### src/rtl/msg_cell_pkg.sv
package msg_cell_pkg;

  typedef enum logic [1:0] {
    VW_RAW  = 2'd0,
    VW_TAG  = 2'd1,
    VW_WAIT = 2'd2,
    VW_POLL = 2'd3
  } view_e;

  localparam int TAG_LOG2_LSB = 28;
  localparam int TAG_LOG2_W   = 4;
  localparam int TAG_CNT_LSB  = 18;
  localparam int TAG_MODE_BIT = 17;
  localparam int TAG_USER_BIT = 16;
  localparam int TAG_FULL_BIT = 1;
  localparam int TAG_EMPT_BIT = 0;

endpackage

### src/rtl/msg_cell_store.sv
module msg_cell_store #(
  parameter int DEPTH  = 4,
  parameter int DATA_W = 64,
  localparam int PTR_W = $clog2(DEPTH)
) (
  input  logic              clk,
  input  logic              rst_n,
  input  logic              wr_en,
  input  logic [PTR_W-1:0]  wr_slot,
  input  logic [DATA_W-1:0] wr_data,
  input  logic [PTR_W-1:0]  head_slot,
  output logic [DATA_W-1:0] head_data
);

  logic [DATA_W-1:0] slot_q [DEPTH];

  for (genvar g = 0; g < DEPTH; g++) begin : g_slot
    logic slot_en;
    assign slot_en = wr_en && (wr_slot == PTR_W'(g));
    always_ff @(posedge clk or negedge rst_n) begin
      if (!rst_n) begin
        slot_q[g] <= '0;
      end else if (slot_en) begin
        slot_q[g] <= wr_data;
      end
    end
  end

  assign head_data = slot_q[head_slot];

endmodule

### src/rtl/msg_cell_waitq.sv
module msg_cell_waitq #(
  parameter int N_REQ = 64,
  localparam int ID_W = $clog2(N_REQ)
) (
  input  logic             clk,
  input  logic             rst_n,
  input  logic             rec_en,
  input  logic [ID_W-1:0]  rec_id,
  input  logic             release_en,
  output logic [N_REQ-1:0] pend_mask,
  output logic [N_REQ-1:0] wake_vec
);

  logic [N_REQ-1:0] pend_q, pend_d;
  logic [N_REQ-1:0] wake_q, wake_d;
  logic [N_REQ-1:0] rec_bit;

  always_comb begin
    rec_bit = '0;
    if (rec_en) begin
      rec_bit = N_REQ'(1) << rec_id;
    end
    wake_d = '0;
    pend_d = pend_q | rec_bit;
    if (release_en) begin
      wake_d = pend_q;
      pend_d = '0;
    end
  end

  always_ff @(posedge clk or negedge rst_n) begin
    if (!rst_n) begin
      pend_q <= '0;
      wake_q <= '0;
    end else begin
      pend_q <= pend_d;
      wake_q <= wake_d;
    end
  end

  assign pend_mask = pend_q;
  assign wake_vec  = wake_q;

endmodule

### src/rtl/msg_cell_tag.sv
module msg_cell_tag
  import msg_cell_pkg::*;
#(
  parameter int DEPTH     = 4,
  parameter int DATA_W    = 64,
  parameter bit FIFO_MODE = 1'b1,
  localparam int PTR_W    = $clog2(DEPTH),
  localparam int CNT_W    = PTR_W + 1
) (
  input  logic              clk,
  input  logic              rst_n,
  input  logic              acc_valid,
  input  view_e             acc_view,
  input  logic              acc_write,
  input  logic [DATA_W-1:0] acc_wdata,
  input  logic [DATA_W-1:0] head_data,
  output logic [PTR_W-1:0]  head_ptr,
  output logic              st_we,
  output logic [PTR_W-1:0]  st_slot,
  output logic [DATA_W-1:0] rdata_d,
  output logic              stall_d,
  output logic              release_d,
  output logic [CNT_W-1:0]  fill_cnt
);

  localparam logic [CNT_W-1:0]      DEPTH_C = CNT_W'(DEPTH);
  localparam logic [TAG_LOG2_W-1:0] LOG2_C  = FIFO_MODE ? TAG_LOG2_W'(PTR_W) : '0;

  logic [CNT_W-1:0] cnt_q, cnt_d;
  logic [PTR_W-1:0] rd_q, rd_d;
  logic             usr_q, usr_d;
  logic             emp_q, emp_d;
  logic             ful_q, ful_d;
  logic [CNT_W-1:0] tail_sum;
  logic [CNT_W-1:0] last_sum;
  logic [DATA_W-1:0] tag_word;
  logic             blocking;

  assign tail_sum = {1'b0, rd_q} + cnt_q;
  assign last_sum = tail_sum - CNT_W'(1);
  assign blocking = (acc_view == VW_WAIT);

  always_comb begin
    tag_word = '0;
    tag_word[TAG_LOG2_LSB +: TAG_LOG2_W] = LOG2_C;
    tag_word[TAG_CNT_LSB +: CNT_W]       = cnt_q;
    tag_word[TAG_MODE_BIT]               = FIFO_MODE;
    tag_word[TAG_USER_BIT]               = usr_q;
    tag_word[TAG_FULL_BIT]               = ful_q;
    tag_word[TAG_EMPT_BIT]               = emp_q;
  end

  always_comb begin
    cnt_d     = cnt_q;
    rd_d      = rd_q;
    usr_d     = usr_q;
    emp_d     = emp_q;
    ful_d     = ful_q;
    st_we     = 1'b0;
    st_slot   = tail_sum[PTR_W-1:0];
    rdata_d   = '0;
    stall_d   = 1'b0;
    release_d = 1'b0;
    if (acc_valid) begin
      unique case (acc_view)
        VW_RAW: begin
          if (!acc_write) begin
            rdata_d = head_data;
          end else if (FIFO_MODE && (cnt_q != '0)) begin
            st_we   = 1'b1;
            st_slot = last_sum[PTR_W-1:0];
          end
        end
        VW_TAG: begin
          if (!acc_write) begin
            rdata_d = tag_word;
          end else begin
            usr_d = acc_wdata[TAG_USER_BIT];
            emp_d = acc_wdata[TAG_EMPT_BIT];
            ful_d = acc_wdata[TAG_FULL_BIT];
            if (acc_wdata[TAG_EMPT_BIT]) begin
              cnt_d = '0;
            end
          end
        end
        VW_WAIT, VW_POLL: begin
          if (FIFO_MODE) begin
            if (!acc_write) begin
              ful_d = 1'b0;
              if (blocking && emp_q) begin
                stall_d = 1'b1;
              end else begin
                release_d = 1'b1;
                if (cnt_q != '0) begin
                  rdata_d = head_data;
                  rd_d    = rd_q + PTR_W'(1);
                  cnt_d   = cnt_q - CNT_W'(1);
                end
                if (cnt_d == '0) begin
                  emp_d = 1'b1;
                end
              end
            end else begin
              emp_d = 1'b0;
              if (blocking && ful_q) begin
                stall_d = 1'b1;
              end else begin
                release_d = 1'b1;
                if (cnt_q < DEPTH_C) begin
                  st_we = 1'b1;
                  cnt_d = cnt_q + CNT_W'(1);
                end
                if (cnt_d == DEPTH_C) begin
                  ful_d = 1'b1;
                end
              end
            end
          end
        end
        default: begin
        end
      endcase
    end
  end

  always_ff @(posedge clk or negedge rst_n) begin
    if (!rst_n) begin
      cnt_q <= '0;
      rd_q  <= '0;
      usr_q <= 1'b0;
      emp_q <= FIFO_MODE;
      ful_q <= 1'b0;
    end else if (acc_valid) begin
      cnt_q <= cnt_d;
      rd_q  <= rd_d;
      usr_q <= usr_d;
      emp_q <= emp_d;
      ful_q <= ful_d;
    end
  end

  assign head_ptr = rd_q;
  assign fill_cnt = cnt_q;

endmodule

### src/rtl/msg_cell_fifo.sv
module msg_cell_fifo
  import msg_cell_pkg::*;
#(
  parameter int N_REQ     = 64,
  parameter int DEPTH     = 4,
  parameter int DATA_W    = 64,
  parameter bit FIFO_MODE = 1'b1,
  localparam int ID_W     = $clog2(N_REQ),
  localparam int PTR_W    = $clog2(DEPTH),
  localparam int CNT_W    = PTR_W + 1
) (
  input  logic              clk,
  input  logic              rst_n,
  input  logic              req_valid,
  input  logic [ID_W-1:0]   req_id,
  input  logic [1:0]        req_view,
  input  logic              req_write,
  input  logic [DATA_W-1:0] req_wdata,
  output logic              rsp_valid,
  output logic [DATA_W-1:0] rsp_rdata,
  output logic              rsp_stall,
  output logic [ID_W-1:0]   rsp_stall_id,
  output logic [N_REQ-1:0]  wake_vec
);

  logic [PTR_W-1:0]  head_ptr;
  logic [DATA_W-1:0] head_data;
  logic              st_we;
  logic [PTR_W-1:0]  st_slot;
  logic [DATA_W-1:0] rdata_d;
  logic              stall_d;
  logic              release_d;
  logic [CNT_W-1:0]  fill_cnt;
  logic [N_REQ-1:0]  pend_mask;

  logic              vld_q, vld_d;
  logic [DATA_W-1:0] dat_q, dat_d;
  logic              stl_q, stl_d;
  logic [ID_W-1:0]   sid_q, sid_d;

  msg_cell_store #(.DEPTH(DEPTH), .DATA_W(DATA_W)) i_store (
    .clk       (clk),
    .rst_n     (rst_n),
    .wr_en     (st_we),
    .wr_slot   (st_slot),
    .wr_data   (req_wdata),
    .head_slot (head_ptr),
    .head_data (head_data)
  );

  msg_cell_tag #(.DEPTH(DEPTH), .DATA_W(DATA_W), .FIFO_MODE(FIFO_MODE)) i_tag (
    .clk       (clk),
    .rst_n     (rst_n),
    .acc_valid (req_valid),
    .acc_view  (view_e'(req_view)),
    .acc_write (req_write),
    .acc_wdata (req_wdata),
    .head_data (head_data),
    .head_ptr  (head_ptr),
    .st_we     (st_we),
    .st_slot   (st_slot),
    .rdata_d   (rdata_d),
    .stall_d   (stall_d),
    .release_d (release_d),
    .fill_cnt  (fill_cnt)
  );

  msg_cell_waitq #(.N_REQ(N_REQ)) i_waitq (
    .clk        (clk),
    .rst_n      (rst_n),
    .rec_en     (stall_d),
    .rec_id     (req_id),
    .release_en (release_d),
    .pend_mask  (pend_mask),
    .wake_vec   (wake_vec)
  );

  always_comb begin
    vld_d = req_valid;
    dat_d = rdata_d;
    stl_d = stall_d;
    sid_d = stall_d ? req_id : '0;
  end

  always_ff @(posedge clk or negedge rst_n) begin
    if (!rst_n) begin
      vld_q <= 1'b0;
      dat_q <= '0;
      stl_q <= 1'b0;
      sid_q <= '0;
    end else begin
      vld_q <= vld_d;
      dat_q <= dat_d;
      stl_q <= stl_d;
      sid_q <= sid_d;
    end
  end

  assign rsp_valid    = vld_q;
  assign rsp_rdata    = dat_q;
  assign rsp_stall    = stl_q;
  assign rsp_stall_id = sid_q;

endmodule

### config.mk
export PLATFORM = sky130hd
export DESIGN_NAME = msg_cell_fifo
export DESIGN_NICKNAME = d
export VERILOG_FILES = /design/src/rtl/msg_cell_pkg.sv /design/src/rtl/msg_cell_store.sv /design/src/rtl/msg_cell_waitq.sv /design/src/rtl/msg_cell_tag.sv /design/src/rtl/msg_cell_fifo.sv
export SDC_FILE = /design/constraint.sdc
export NUM_CORES = 1
export LEC_CHECK = 0
export BUFFER_PORTS_ARGS = -buffer_cell sky130_fd_sc_hd__buf_4
export CAP_MARGIN = 20
export CELL_PAD_IN_SITES_DETAIL_PLACEMENT = 0
export CELL_PAD_IN_SITES_GLOBAL_PLACEMENT = 1
export CORE_MARGIN = 2
export CORE_UTILIZATION = 45
export DETAILED_ROUTE_END_ITERATION = 7
export PLACE_DENSITY_LB_ADDON = 0.25
export SLEW_MARGIN = 20
export SYNTH_ARGS = -nofsm -noshare
export SYNTH_HDL_FRONTEND = slang
export SYNTH_SLANG_ARGS = --single-unit
### constraint.sdc
create_clock -name clk -period 4.6 [get_ports clk]
set_clock_uncertainty 0.1 [all_clocks]
set_input_delay 0.23 -clock clk [delete_from_list [all_inputs] [get_ports clk]]
set_output_delay 0.23 -clock clk [all_outputs]
set_load 0.05 [all_outputs]
==> results_dict.tcl, run 1 <==
set metrics [dict create \
    status "completed" \
    clock_insertion_delay_at_the_later_pin_of_the_skew_report_ns 0.57 \
    power_leakage_uw 0.0108 \
    async_set_or_reset_flop_fraction_in_the_synthesized_netlist_pct 100 \
    timing.hold.ws_ns 0.0872 \
    place_inst 1933 \
    synth_common_cells "sky130_fd_sc_hd__dfrtp_1, sky130_fd_sc_hd__mux2_2, sky130_fd_sc_hd__nor2_1, sky130_fd_sc_hd__a21oi_1, sky130_fd_sc_hd__and2_1" \
    dieWidth_microns 208 \
    floorplan.initialDensity_pct 45.7 \
    globalplace.congestion 0.753 \
    holdCritPathClass "in2reg" \
    viasPerCell 5.22 \
    cts_buffers 49 \
    share_of_the_synthesized_area_in_the_top_cell_type_pct 61.9 \
    reg2reg_from "i_tag.head_ptr[0]" \
    synthesized_cell_area_sq_um 18700 \
    critPathSlowestCell "sky130_fd_sc_hd__dfrtp_4" \
    crit_path_start_kind "flip-flop" \
    htree_levels 2 \
    clock_sinks 464 \
    clkTransAtPathRegs_ns 0.06 \
    report.final.slew_viol_count 0 \
    crit_share_post_route_pct 70.3 \
    ctsResizeCount 0 \
    placement.io_buffers 211 \
    instances_no_fill 2098 \
    cts-root-to-sink-buffers 3 \
    die_area_sq_um 43300 \
    critPathTopFamily "flip-flops" \
    max_cap_violations 0 \
    finalCriticalPeriod_ns 3.23 \
    grt_setup_unrepaired "false" \
    synth_warnings 0 \
    synth_enable_flop_cells 0 \
    grt.met2_usage_pct 30.1 \
    antenna_left 0 \
    number_of_nets_in_the_layout 1606 \
    areal_power_density_over_the_cells_nw_per_um2 610 \
    grt.busiest_layer "met2" \
    total_nets_after_synthesis 1323 \
    synth_top_cell_by_area "sky130_fd_sc_hd__dfrtp_1" \
    worst_path_cell_trace "ha_1 > xnor3_1 > a21bo_4 > buf_4 > mux2_2" \
    worst_ep_required_time_ns 4.95 \
    core_region_area_sq_um 40900 \
    synth_seq_area_share_pct 62.0 \
    synthesized_area_divided_by_synthesized_cell_count_sq_um 15.1 \
    drt_iter0_drc 561 \
    critPathLaunch "i_tag.head_ptr[0]" \
    worst_path_largest_cell_delay_ns 0.81 \
    routed_wirelength_microns 40800 \
    grt_pass1_wl_microns 66100 \
    fin_tns_setup_ns 0 \
    worst_pin_slew_ns 1.10 \
    fmax_mhz 309 \
    synth.distinct_cells 57 \
    vdd_ir_drop_max_uv 324 \
    placement_rows 74 \
    grt_max_degree 120 \
    worst_slew_margin_rel_pct 26.1 \
    synthMostInstantiatedCell "sky130_fd_sc_hd__dfrtp_1" \
    hold_violations 0 \
    worstPathArrival_ns 3.58 \
    grt_antenna_before_repair 2 \
    drt_pass1_iterations 4 \
    via_count 10944 \
    drt-wirelength-per-cell_microns 19.4 \
    post_synth_inst_count 1243 \
    grt_remaining_overflow 0 \
    drive_above_1_share_pct 41.3 \
    timing.critical_path.fanout_max 52 \
    grt_use_met3_pct 4.05 \
    startpoint_of_the_tightest_hold_check_path "req_view[0]" \
    dp_hpwl_microns 24500 \
    number_of_global_route_vias_before_repair 11408 \
    grt.total_usage_pct 19.3 \
    yosys-top-cells-area "sky130_fd_sc_hd__dfrtp_1, sky130_fd_sc_hd__mux2_2, sky130_fd_sc_hd__mux4_2, sky130_fd_sc_hd__and2_1, sky130_fd_sc_hd__nor2b_1" \
    area_growth_pct 24.2 \
    path_class "reg2reg" \
    dominant_register_cell_in_the_synthesized_netlist "sky130_fd_sc_hd__dfrtp_1" \
    cts_root_buf "sky130_fd_sc_hd__clkbuf_16" \
    die_height_microns 208 \
    post-route-drc-count 0 \
    critPathBufInv 1 \
    report.final.setup_viol 0 \
    timing.critical_path.to_type "flip-flop" \
    groute.layer.met1.usage_pct 28.2 \
    synth.ff_latch_count 464 \
    post_cts_buffers 0 \
    floorplan.io_pins 212 \
    tritoncts_clock_tree "yes" \
]
==> worst reg2reg max path: stages (launching register included) <==
cell and delay [ns]:
sky130_fd_sc_hd__dfrtp_4 0.81, sky130_fd_sc_hd__ha_1 0.27, sky130_fd_sc_hd__xnor3_1 0.38, sky130_fd_sc_hd__a21bo_4 0.38, sky130_fd_sc_hd__buf_4 0.71, sky130_fd_sc_hd__mux2_2 0.46
==> flip-flops by register name, indices dropped and copies added (netlist names), 2 cells and up <==
signal and flops:
i_store.slot_q 256, i_tag.fill_cnt 3, i_tag.head_ptr 2, i_waitq.pend_mask 64, i_waitq.wake_vec 64, rsp_rdata 64
rsp_stall_id 6
==> placed cells by master, fill, tap and decap left out, types with 2 or more instances in the layout <==
cell and n:
sky130_fd_sc_hd__buf_12 4, sky130_fd_sc_hd__a32o_1 3, sky130_fd_sc_hd__nand2b_1 4, sky130_fd_sc_hd__o22ai_1 2, sky130_fd_sc_hd__nor2_1 79, sky130_fd_sc_hd__o31ai_1 2, sky130_fd_sc_hd__and3_1 2, sky130_fd_sc_hd__nand4_1 2
sky130_fd_sc_hd__clkbuf_8 10, sky130_fd_sc_hd__and2_1 70, sky130_fd_sc_hd__or3b_2 4, sky130_fd_sc_hd__mux2i_1 3, sky130_fd_sc_hd__clkbuf_1 6, sky130_fd_sc_hd__mux2_1 16, sky130_fd_sc_hd__buf_4 227, sky130_fd_sc_hd__clkinvlp_4 4
sky130_fd_sc_hd__dlygate4sd3_1 74, sky130_fd_sc_hd__bufinv_16 7, sky130_fd_sc_hd__ha_1 4, sky130_fd_sc_hd__nand3b_1 3, sky130_fd_sc_hd__nor4_2 7, sky130_fd_sc_hd__a21oi_1 71, sky130_fd_sc_hd__nor3b_1 6, sky130_fd_sc_hd__clkinv_2 11
sky130_fd_sc_hd__inv_1 9, sky130_fd_sc_hd__dfrtp_4 2, sky130_fd_sc_hd__mux2_2 241, sky130_fd_sc_hd__and3b_1 4, sky130_fd_sc_hd__nand3_1 4, sky130_fd_sc_hd__a31oi_1 2, sky130_fd_sc_hd__nor3_1 3, sky130_fd_sc_hd__nand2_1 8
sky130_fd_sc_hd__mux4_2 64, sky130_fd_sc_hd__nor4_1 2, sky130_fd_sc_hd__a32oi_1 6, sky130_fd_sc_hd__dfrtp_1 461, sky130_fd_sc_hd__clkbuf_16 51, sky130_fd_sc_hd__nor2b_1 59
==> metrics by stage <==
stage / power, uW / setup WS [ns] / utilization [%] / area [sq um]
after floorplan: 9070 / 2.24 / - / 18700
after global placement: 9960 / 1.33 / 50.7 / 20800
after detailed placement: 10100 / 1.28 / 50.7 / 20800
after CTS: 14400 / 1.28 / 56.8 / 23200
after global routing: 14900 / 1.18 / 56.8 / 23200
final: 14200 / 1.37 / 56.8 / 23200
==> area by class of cell <==
| class | count | area, sq um |
|---|---|---|
| inverter | 9 | 33.8 |
| sequential | 464 | 11600 |
| fill | 3357 | 17700 |
| clock inverter | 23 | 304 |
| antenna | 1 | 2.50 |
| timing repair buffer | 306 | 2540 |
| multi-input combinational | 696 | 6650 |
| clock buffer | 67 | 1440 |
| tap | 532 | 666 |
==> path summary, 6_finish.rpt <==
| kind | to | slack [ns] | depth (start not counted) |
|---|---|---|---|
| max | i_store.slot_q[210] | 1.37 | 5 |
| min | i_tag.emp_q | 0.09 | 3 |
| max reg2reg | i_store.slot_q[210] | 1.37 | 5 |
| max in group asynchronous | rsp_rdata[35] | 3.08 | 3 |
| min in group asynchronous | rsp_rdata[12] | 0.18 | 2 |
| min reg2reg | i_waitq.wake_vec[56] | 0.38 | 1 |
==> report_power, final <==
group | internal (uW) | switching, uW
Sequential | 5310 | 656
Combinational | 2350 | 1680
Clock | 2580 | 1610
==> layer usage <==
metal / wire length (microns) / vias up / share of wire [%]
met3: 1920 / 49 / 4.7
met2: 19200 / 219 / 47
met4: 576 / 2 / 1.4
met1: 19000 / 5704 / 47
li1: - / 4970 / -
met5: 13 / - / 0.032
==> timing repair <==
action / CTS / global route
endpoints found under the hold margin: 357 / 0
hold buffers: 74 / 0
setup endpoints to repair: 0 / 0
==> logic make-up after synthesis <==
logic type | synth area share (%)
DFF | 62.0
muxes | 23.3
and+or+nand+nor | 8.21
AOI/OAI and AO/OA | 3.33
buffers and inverters | 2.63
adders and majority gates | 0.267
xor gates and xnor gates | 0.214
No activity file was read; power rests on OpenSTA's default activity.
==> inputs of run 2 (changes only) <==
==> constraint.sdc (replaced) <==
create_clock -name clk -period 3.11 [get_ports clk]
set_clock_uncertainty 0.1 [all_clocks]
set_input_delay 0.1555 -clock clk [delete_from_list [all_inputs] [get_ports clk]]
set_output_delay 0.1555 -clock clk [all_outputs]
set_load 0.05 [all_outputs]
==> results_dict.tcl, run 2 (synthesis gave the netlist of run 1 again) <==
set metrics [dict create \
    placement_rows 74 \
    fmax_mhz 372 \
    globalplace.congestion 0.759 \
    worstPathArrival_ns 3.03 \
    die_height_microns 208 \
    area_growth_pct 24.6 \
    cts_root_buf "sky130_fd_sc_hd__clkbuf_16" \
    core_region_area_sq_um 40900 \
    reg2reg_from "i_tag.head_ptr[0]" \
    floorplan.initialDensity_pct 45.7 \
    utilization_pct 57.0 \
    areal_power_density_over_the_cells_nw_per_um2 884 \
    floorplan.io_pins 212 \
    timing.critical_path.to_type "flip-flop" \
    vdd_ir_drop_max_uv 506 \
    critPathLaunch "i_tag.head_ptr[0]" \
    antenna_left 0 \
    grt.total_usage_pct 19.3 \
    most-common-layout-cells "sky130_fd_sc_hd__dfrtp_1, sky130_fd_sc_hd__mux2_2, sky130_fd_sc_hd__buf_4, sky130_fd_sc_hd__nor2_1, sky130_fd_sc_hd__dlygate4sd3_1" \
    status "completed" \
    drive_above_1_share_pct 41.4 \
    fin_tns_setup_ns 0 \
    clock_insertion_delay_at_the_later_pin_of_the_skew_report_ns 0.58 \
    grt_max_degree 130 \
    power_leakage_uw 0.0108 \
    grt_remaining_overflow 0 \
    dieWidth_microns 208 \
    clock_sinks 464 \
    crit_path_start_kind "flip-flop" \
    number_of_global_route_vias_before_repair 11489 \
    viasPerCell 5.24 \
    max_cap_violations 0 \
    worst_pin_slew_ns 1.08 \
    grt_antenna_before_repair 1 \
    die_area_sq_um 43300 \
    number_of_nets_in_the_layout 1624 \
    clkTransAtPathRegs_ns 0.06 \
    report.final.slew_viol_count 0 \
    worst_slew_margin_rel_pct 28.3 \
    largest_register "i_store.slot_q" \
    timing.critical_path.to "rsp_rdata[45]" \
    grt_setup_unrepaired "false" \
    tritoncts_clock_tree "yes" \
    drt_iter0_drc 496 \
    post_cts_buffers 0 \
    routed_wirelength_microns 40800 \
    drt-wirelength-per-cell_microns 19.3 \
    timing.reg2reg.setup_slack_ns 0.42 \
    timing.critical_path.fanout_max 37 \
    largest_reg_flops 256 \
    post-route-drc-count 0 \
    via_count 11048 \
    cts_buffers 50 \
    htree_levels 2 \
    path_class "reg2reg" \
    dp_hpwl_microns 24800 \
    drt_pass1_iterations 5 \
    timing.hold.ws_ns 0.0584 \
    placement.io_buffers 211 \
    hold_violations 0 \
    worst_r2r_path_depth 4 \
    design_area_sq_um 23300 \
    report.final.setup_viol 0 \
    worst_ep_required_time_ns 3.45 \
    grt_pass1_wl_microns 66200 \
    regToRegEndpoint "rsp_rdata[45]" \
    holdCritPathClass "in2async" \
    cts-root-to-sink-buffers 3 \
    finalCriticalPeriod_ns 2.69 \
    place_area_sq_um 21000 \
    crit_share_post_route_pct 86.4 \
    final_common_cell "sky130_fd_sc_hd__dfrtp_1" \
]
run 2: worst min-delay path by stage:
stage,endpoint,cells past startpoint,start
final,rsp_rdata[21],2,rst_n
after global routing,rsp_rdata[21],2,rst_n
after CTS,i_store.slot_q[200],2,rst_n
after detailed placement,i_store.slot_q[213],1,rst_n
after global placement,rsp_rdata[21],1,rst_n
after floorplan,i_store.slot_q[0],0,rst_n
run 2: power by group:
| part | internal (uW) | switching, uW | total, uW |
|---|---|---|---|
| sequential | 7860 | 854 | 8710 |
| combinational | 3570 | 2580 | 6150 |
| clock | 3420 | 2340 | 5750 |
run 2: worst max-delay path: stages, from the launching register on:
cell	delay (ns)
sky130_fd_sc_hd__dfrtp_4	0.40
sky130_fd_sc_hd__buf_4	0.62
sky130_fd_sc_hd__buf_4	0.67
sky130_fd_sc_hd__mux4_2	0.58
sky130_fd_sc_hd__nor2b_1	0.15
run 2: what timing repair did:
| action | CTS | global route |
|---|---|---|
| hold buffers | 75 | 0 |
| endpoints found under the hold margin | 496 | 0 |
| gates resized for setup | 0 | 0 |
run 2: cell type report:
type	count	area [sq um]
antenna	1	2.50
clock buffer	74	1470
clock inverter	11	124
fill	3306	17600
inverter	9	33.8
multi-input combinational	696	6640
sequential	464	11600
tap	532	666
timing repair buffer	323	2770
run 2: metrics by stage:
stage | cells | setup WS, ns | power (uW)
after global placement | 1948 | 0.300 | 14800
after global routing | 2110 | 0.196 | 21800
after floorplan | 1243 | 0.749 | 13400
after CTS | 2108 | 0.232 | 20900
after detailed placement | 1948 | 0.264 | 15000
final | 2110 | 0.424 | 20600
run 2: layer usage:
| layer | wire, microns | global-route usage [%] |
|---|---|---|
| met1 | 18500 | 27.5 |
| met5 | 0 | 0 |
| met3 | 2170 | 4.21 |
| met4 | 655 | 4.33 |
| met2 | 19500 | 30.7 |
